===== config.mk =====
export PLATFORM = sky130hd
export DESIGN_NAME = board_ctl_bank
export DESIGN_NICKNAME = d
export VERILOG_FILES = /design/src/rtl/board_ctl_bank.sv
export SDC_FILE = /design/constraint.sdc
export NUM_CORES = 1
export LEC_CHECK = 0
export BUFFER_PORTS_ARGS = -buffer_cell sky130_fd_sc_hd__buf_2
export CORE_UTILIZATION = 50
export DETAILED_ROUTE_END_ITERATION = 8
export GPL_TIMING_DRIVEN = 0
export PLACE_DENSITY = 0.77
export SYNTH_ARGS = -nofsm -noshare
export SYNTH_HDL_FRONTEND = slang
export SYNTH_SLANG_ARGS = --single-unit

===== constraint.sdc =====
create_clock -name clk -period 5.4 [get_ports clk]
set_clock_uncertainty 0.1 [all_clocks]
set_input_delay 0.81 -clock clk [delete_from_list [all_inputs] [get_ports clk]]
set_output_delay 0.81 -clock clk [all_outputs]
set_load 0.03 [all_outputs]

===== src/rtl/board_ctl_bank.sv =====
module board_ctl_bank #(
  parameter int ADDR_W  = 32,
  parameter int DATA_W  = 32,
  parameter int N_CHARS = 8,
  parameter bit BIG_END = 1'b1
) (
  input  logic                 clk,
  input  logic                 rst_n,
  input  logic [ADDR_W-1:0]    bus_addr,
  input  logic                 bus_wr,
  input  logic                 bus_rd,
  input  logic [DATA_W-1:0]    bus_wdata,
  output logic [DATA_W-1:0]    bus_rdata,
  output logic [7:0]           led_bar,
  output logic [7:0]           brk_reg,
  output logic [7:0]           gp_out,
  output logic [8*N_CHARS-1:0] disp_chars,
  output logic                 sys_rst_req,
  output logic [1:0]           i2c_oe,
  output logic                 i2c_scl,
  output logic                 i2c_sda,
  output logic                 i2c_upd,
  input  logic                 eeprom_sda
);
  localparam int          OFF_W     = 20;
  localparam logic [19:0] A_SWITCH  = 20'h00200;
  localparam logic [19:0] A_STATUS  = 20'h00208;
  localparam logic [19:0] A_JUMPER  = 20'h00210;
  localparam logic [19:0] A_LEDS    = 20'h00408;
  localparam logic [19:0] A_HEXWORD = 20'h00410;
  localparam logic [19:0] A_CHAR0   = 20'h00418;
  localparam int          CHAR_STEP = 8;
  localparam logic [19:0] A_SOFTRST = 20'h00500;
  localparam logic [19:0] A_BREAK   = 20'h00508;
  localparam logic [19:0] A_GPOUT   = 20'h00A00;
  localparam logic [19:0] A_GPIN    = 20'h00A08;
  localparam logic [19:0] A_I2CIN   = 20'h00B00;
  localparam logic [19:0] A_I2COE   = 20'h00B08;
  localparam logic [19:0] A_I2COUT  = 20'h00B10;
  localparam logic [19:0] A_I2CSEL  = 20'h00B18;
  localparam logic [DATA_W-1:0] RST_MAGIC   = 'h42;
  localparam logic [DATA_W-1:0] I2C_IN_VAL  = 'h3;
  localparam logic [DATA_W-1:0] I2C_OUT_RST = 'h3;
  localparam logic [DATA_W-1:0] STATUS_VAL  = BIG_END ? 'h12 : 'h10;
  localparam logic [7:0]  BRK_RST   = 8'h0A;
  localparam logic [7:0]  SPACE     = 8'h20;

  logic [OFF_W-1:0]  off;
  logic              unused_hi;
  logic [DATA_W-1:0] i2c_out_q;
  logic              i2c_sel_q;
  logic [DATA_W-1:0] rd_mux;
  logic              wr_hex;

  assign off       = bus_addr[OFF_W-1:0];
  assign unused_hi = ^bus_addr[ADDR_W-1:OFF_W];
  assign wr_hex    = bus_wr && (off == A_HEXWORD);

  function automatic logic [7:0] hex_ascii(input logic [3:0] n);
    return (n < 4'd10) ? (8'h30 + {4'h0, n}) : (8'h37 + {4'h0, n});
  endfunction

  always_ff @(posedge clk) begin
    if (!rst_n) begin
      led_bar   <= '0;
      brk_reg   <= BRK_RST;
      gp_out    <= '0;
      i2c_oe    <= '0;
      i2c_out_q <= I2C_OUT_RST;
      i2c_sel_q <= 1'b1;
    end else if (bus_wr) begin
      case (off)
        A_LEDS:   led_bar   <= bus_wdata[7:0];
        A_BREAK:  brk_reg   <= bus_wdata[7:0];
        A_GPOUT:  gp_out    <= bus_wdata[7:0];
        A_I2COE:  i2c_oe    <= bus_wdata[1:0];
        A_I2COUT: i2c_out_q <= bus_wdata;
        A_I2CSEL: i2c_sel_q <= bus_wdata[0];
        default: ;
      endcase
    end
  end

  for (genvar i = 0; i < N_CHARS; i++) begin : g_char
    localparam logic [19:0] A_SLOT = A_CHAR0 + 20'(CHAR_STEP * i);
    logic [7:0] ch_q;
    always_ff @(posedge clk) begin
      if (!rst_n)
        ch_q <= SPACE;
      else if (wr_hex)
        ch_q <= hex_ascii(bus_wdata[DATA_W-1-4*i -: 4]);
      else if (bus_wr && off == A_SLOT)
        ch_q <= bus_wdata[7:0];
    end
    assign disp_chars[8*i +: 8] = ch_q;
  end

  always_ff @(posedge clk) begin
    if (!rst_n) begin
      sys_rst_req <= 1'b0;
      i2c_upd     <= 1'b0;
    end else begin
      sys_rst_req <= bus_wr && off == A_SOFTRST && bus_wdata == RST_MAGIC;
      i2c_upd     <= bus_wr && off == A_I2COUT;
    end
  end

  assign i2c_scl = i2c_out_q[1];
  assign i2c_sda = i2c_out_q[0];

  always_comb begin
    rd_mux = '0;
    case (off)
      A_SWITCH: rd_mux = '0;
      A_STATUS: rd_mux = STATUS_VAL;
      A_JUMPER: rd_mux = '0;
      A_LEDS:   rd_mux = {{(DATA_W-8){1'b0}}, led_bar};
      A_BREAK:  rd_mux = {{(DATA_W-8){1'b0}}, brk_reg};
      A_GPOUT:  rd_mux = {{(DATA_W-8){1'b0}}, gp_out};
      A_GPIN:   rd_mux = i2c_sel_q ? i2c_out_q : '0;
      A_I2CIN:  rd_mux = {I2C_IN_VAL[DATA_W-1:1], eeprom_sda};
      A_I2COE:  rd_mux = {{(DATA_W-2){1'b0}}, i2c_oe};
      A_I2COUT: rd_mux = i2c_out_q;
      A_I2CSEL: rd_mux = {{(DATA_W-1){1'b0}}, i2c_sel_q};
      default:  rd_mux = '0;
    endcase
  end

  always_ff @(posedge clk) begin
    if (!rst_n)
      bus_rdata <= '0;
    else if (bus_rd)
      bus_rdata <= rd_mux | {{(DATA_W-1){1'b0}}, unused_hi & 1'b0};
  end
endmodule



== Yosys cells after proc, flatten, opt, wreduce, memory -nomap -nowiden ==
Cells that the tools add are included.
Operators by class
  muxes and demuxes: 26
  reductions and logical operators: 26
  add/subtract/negate cells: 16
  magnitude comparators: 8
  equality and inequality tests: 20
Operators with widths (number)
  one-hot mux 32 bit (9 select lines): 1
  equality test 20 x 11 -> 1 bit, second input constant: 12
  2-to-1 mux 8 bit: 16
  equality test 20 x 12 -> 1 bit, second input constant: 6
  adder 6 x 4 -> 7 bit, first input constant: 16
  2-to-1 mux 7 bit: 8
  equality test 32 x 7 -> 1 bit, second input constant: 1
  < comparator 4 bit, second input constant: 8
  2-to-1 mux 32 bit: 1
  equality test 20 x 10 -> 1 bit, second input constant: 1
  nonzero test 2 bit: 8
  logical AND 1 bit: 12
  AND reduction 2 bit: 6
Word-level totals
  output and inout bits: 126
  register bits: 157
  input port bits: 69
  word-level logic and storage cells: 113

== Longest topological paths before layout ==
  depth after elaboration: 4
  depth in mapped cells: 8
  mapped depth without buffers: 7

== Worst setup path before layout ==
Ideal clock, no wire load.
  kind: input-to-reg
  from: in bus_addr[12]
  to: reg gp_out[0]
  setup time: 0.128 ns
  arrival time: 2.458 ns
  data required time: 5.172 ns
  setup slack: 2.714 ns
  cell stages on the path: 6
  buffers on the path: 1
  cell sequence: nor4_4 nand3_2 buf_6 nor4_4 mux2i_1 nor2_1
On the way
  cells in the longest elaborated chain, start to end: 2
RTL lines
  from (decl): line 9  | input logic [ADDR_W-1:0] bus_addr,
  equality test 20 x 12 -> 1 bit: line 72  | case (off)
  AND reduction 2 bit (no line)
  to (signal assigned): line 75  | A_GPOUT: gp_out <= bus_wdata[7:0];
  to (decl): line 16  | output logic [7:0] gp_out,
No other way between the ends.
A chain may end at the register's enable or synchronous reset.

== Final worst setup path ==
  from: in bus_addr[17]
  to: reg g_char[3].ch_q[5]
On the way
  cells in the longest elaborated chain, start to end: 3
  elaborated cells on any way between the ends: 6
  those cells by class: eq/ne: 2; mux: 1; reduce/logical: 3
RTL lines
  equality test 20 x 11 -> 1 bit, on equally long branches: line 57, 92
  logical AND 1 bit, on equally long branches: line 57, 92
  2-to-1 mux 8 bit or nonzero test 2 bit (tied branches)
  to (signal assigned): line 91  | ch_q <= hex_ascii(bus_wdata[DATA_W-1-4*i -: 4]);
  to (signal assigned): line 93  | ch_q <= bus_wdata[7:0];
  to (decl): line 86  | logic [7:0] ch_q;
Several ways; a longest one is shown, not always the timed one.

==> flow_summary.toml <==
[outcome]
status = "complete, no violations"

[clock_network]
clk_latency_ns = 0.43
cts.sinks = 157
cts_setup_buffers = 0
cts_tree = "yes"
ctsHtreeMaxLevel = 4
cts_hold_buf = 0
cts_root_buf = "clkbuf_16"
clkTransAtPathRegs_ns = 0.06
cts_max_path_buffers = 2
cts.repair.resized = 0
cts_made_buffers = 17

[synthesis]
synthArstFlopShare_pct = 0
synthMuxAreaShare_pct = 11.28
netlist_area_mm2 = 0.007473
synth-seq-area-share_pct = 42.06
synth_ff_type = "dfxtp_1"
avgSynthCellArea_um2 = 8.640
yosys.area_share.adder_pct = 2.679
yosys.area_share.xor_xnor_pct = 1.055
synth_top_area_share_pct = 42.06
synth_cells = 865
synthSimpleGateAreaFrac_pct = 19.76
synth_edf_count = 0
synth_largest_area_cell = "dfxtp_1"
yosysWarnings = 0
syn_nets = 950
synth_seq_cells = 157
synthDistinctLibCells = 57
synth-compound-area-share_pct = 18.77
synth_top_family_by_area = "simple AND/OR/NAND/NOR gates"
synthTopCellsByArea = "dfxtp_1, mux2i_1, a21oi_1, nand2_1, ha_1"

[sta]
hold_viol = 0
max_freq_mhz = 337.3
slew_viol_final = 0
finalSetupViolCount = 0
holdWs_ns = 0.3607
period_minus_slack_ns = 2.965
tns_ns = 0
maxSlewHeadroom_pct = 29.40
period_share_pct = 54.90
worstMarginPinSlew_ns = 1.056
rsz0062_at_grt = "false"

[setup_path]
critPathKind = "in2reg"
cp.depth = 7
cp_data_arrival_time_ns = 3.23
crit_path_end_kind = "register"
path_buf_inv = 2
worstPathMaxFanout = 10
r2r_start = "i2c_sel_q"
worstSetupStartpoint = "bus_addr[17]"
critPathTopFamily = "simple AND/OR/NAND/NOR gates"
rr_worst_depth = 4
slowest_stage = "nor2_1"
slowest_delay_ns = 0.70
cp_cell_sequence = "buf_2, nor4_4, nand3_2, buf_6, nor2_1, nor2_1, a21oi_1"
reg2reg_to = "bus_rdata[3]"
cp_common_cell = "nor2_1"
cp.required_ns = 5.66
start_kind = "primary input"
r2r_slack_ns = 3.40
endpoint = "g_char[3].ch_q[5]"

[power]
combPwrFrac_pct = 6.7
p_leak_uw = 0.003710
switchingPower_uw = 640.5
swShare_pct = 24.97
power_frac_seq_pct = 45.1
irDropWorstVdd_mv = 0.2453
p_per_area_mw_per_mm2 = 279.2
p_int_uw = 1924
clockPowerShare_pct = 48.2

[finish]
reg.largest.list = "g_char.ch_q x64, bus_rdata x32, i2c_out_q x32"
final_nets = 1144
final_cell_mix = "buf_2, dfxtp_1, a21oi_1, nand2_1, mux2i_1"
largest_reg_flops = 64
register_area_mm2 = 0.003143
n_antenna_cell = 0
final_common_cell = "buf_2"
drive_gt1_share_pct = 22.11
multi_input_area_mm2 = 0.004001
regMostFlops = "g_char.ch_q"
syn_to_final_growth_pct = 22.90
fillers = 1300

[routing]
first_iter_violations = 872
avgViaCountPerCell = 5.857
vias = 7356
antenna_left = 0
first_pass_iters = 6
post-route-drc-count = 0
wire_per_inst_um = 18.86
wl_um = 23690

[global_routing]
antenna_found_initial = 0
gr-total-overflow = 0
grt_pass1_wl_um = 36700
grt_pass1_vias = 6766
grt_usage_pct = 30.33
grt_max_degree = 17

[floorplan]
chipWidth_um = 124.3
fp-row-count = 44
io_pins = 195
die_area_mm2 = 0.01544
start_util_pct = 51.42
core_area_mm2 = 0.01453
dieHeight_um = 124.3

[min_path]
whs_path_depth = 2
min-delay-path-class = "reg2reg"

[run]
maxCapViolations = 0

[place]
hpwl_um = 17340
portBuffers = 175
place_congestion = 0.8819
[how the worst min path moves through the flow]
stage                        startpoint             to
final                     i2c_out_q[10]  i2c_out_q[10]
after global routing      bus_rdata[25]  bus_rdata[25]
after CTS                 i2c_out_q[24]  i2c_out_q[24]
after detailed placement  i2c_out_q[24]  i2c_out_q[24]
after global placement    i2c_out_q[27]  i2c_out_q[27]
after floorplan            i2c_out_q[2]   i2c_out_q[2]
[per-stage QoR]
stage,total power (uW),worst slack (ns),cell area [um2],std cells,utilization (%)
2_1_floorplan,1273,2.714,7473,865,-
3_3_place_gp,1348,2.118,8579,1224,59.03
3_5_place_dp,1349,2.112,8579,1224,59.03
4_1_cts,2557,2.545,9185,1256,63.20
5_1_grt,2628,2.290,9185,1256,63.20
6_report,2565,2.435,9185,1256,63.20
[kinds of logic (layout without fill, tap and decap cells)]
| group | Yosys count | in the layout |
|---|---|---|
| compound gates | 235 | 235 |
| fa+ha+maj | 16 | 16 |
| xor+xnor | 9 | 9 |
| simple gates | 281 | 281 |
| flops | 157 | 157 |
| buf+inv | 83 | 290 |
| mux | 84 | 84 |
[routing by layer]
| metal | GRT usage [%] | vias up | share of wire [%] |
|---|---|---|---|
| li1 | - | 3477 | - |
| met1 | 41.71 | 3417 | 43 |
| met2 | 46.64 | 403 | 45 |
| met3 | 5.369 | 59 | 9.4 |
| met4 | 12.83 | 0 | 3.1 |
| met5 | 0 | - | 0 |
[worst reg2reg max path, stage by stage (launching register included)]
cell and delay [ns]:
dfxtp_1 0.35, nand2_1 0.11, o32ai_1 0.93, a21boi_0 0.24
a22oi_1 0.20
[final cells by class]
cell class                 instances  share of cell area, %
buffer                            60                  2.643
clock inverter                    13                  1.662
timing repair buffer             175                  9.535
inverter                          23                 0.9399
tap                              184                  2.506
multi-input combinational        625                  43.56
sequential                       157                  34.22
clock buffer                      19                  4.931
[cell usage after synthesis (all sizes together), types with 6 or more instances]
library cell,count
a211oi,15
a21boi,10
a21o,8
a21oi,125
a222oi,6
a311oi,6
buf,11
clkbuf,49
dfxtp,157
ha,16
inv,23
mux2i,82
nand2,88
nand2b,28
nand3,35
nand4,9
nor2,58
nor2b,12
nor3,17
nor4,12
o21ai,40
xnor2,9
[power groups by stage]
stage | Combinational, uW | Clock [uW] | Sequential, uW
after floorplan | 89.7 | 0 | 1180
after global placement | 164 | 0 | 1180
after detailed placement | 165 | 0 | 1180
after CTS | 167 | 1230 | 1160
after global routing | 185 | 1290 | 1160
final | 172 | 1240 | 1160
Note: power is estimated with default switching activity, not from simulation.
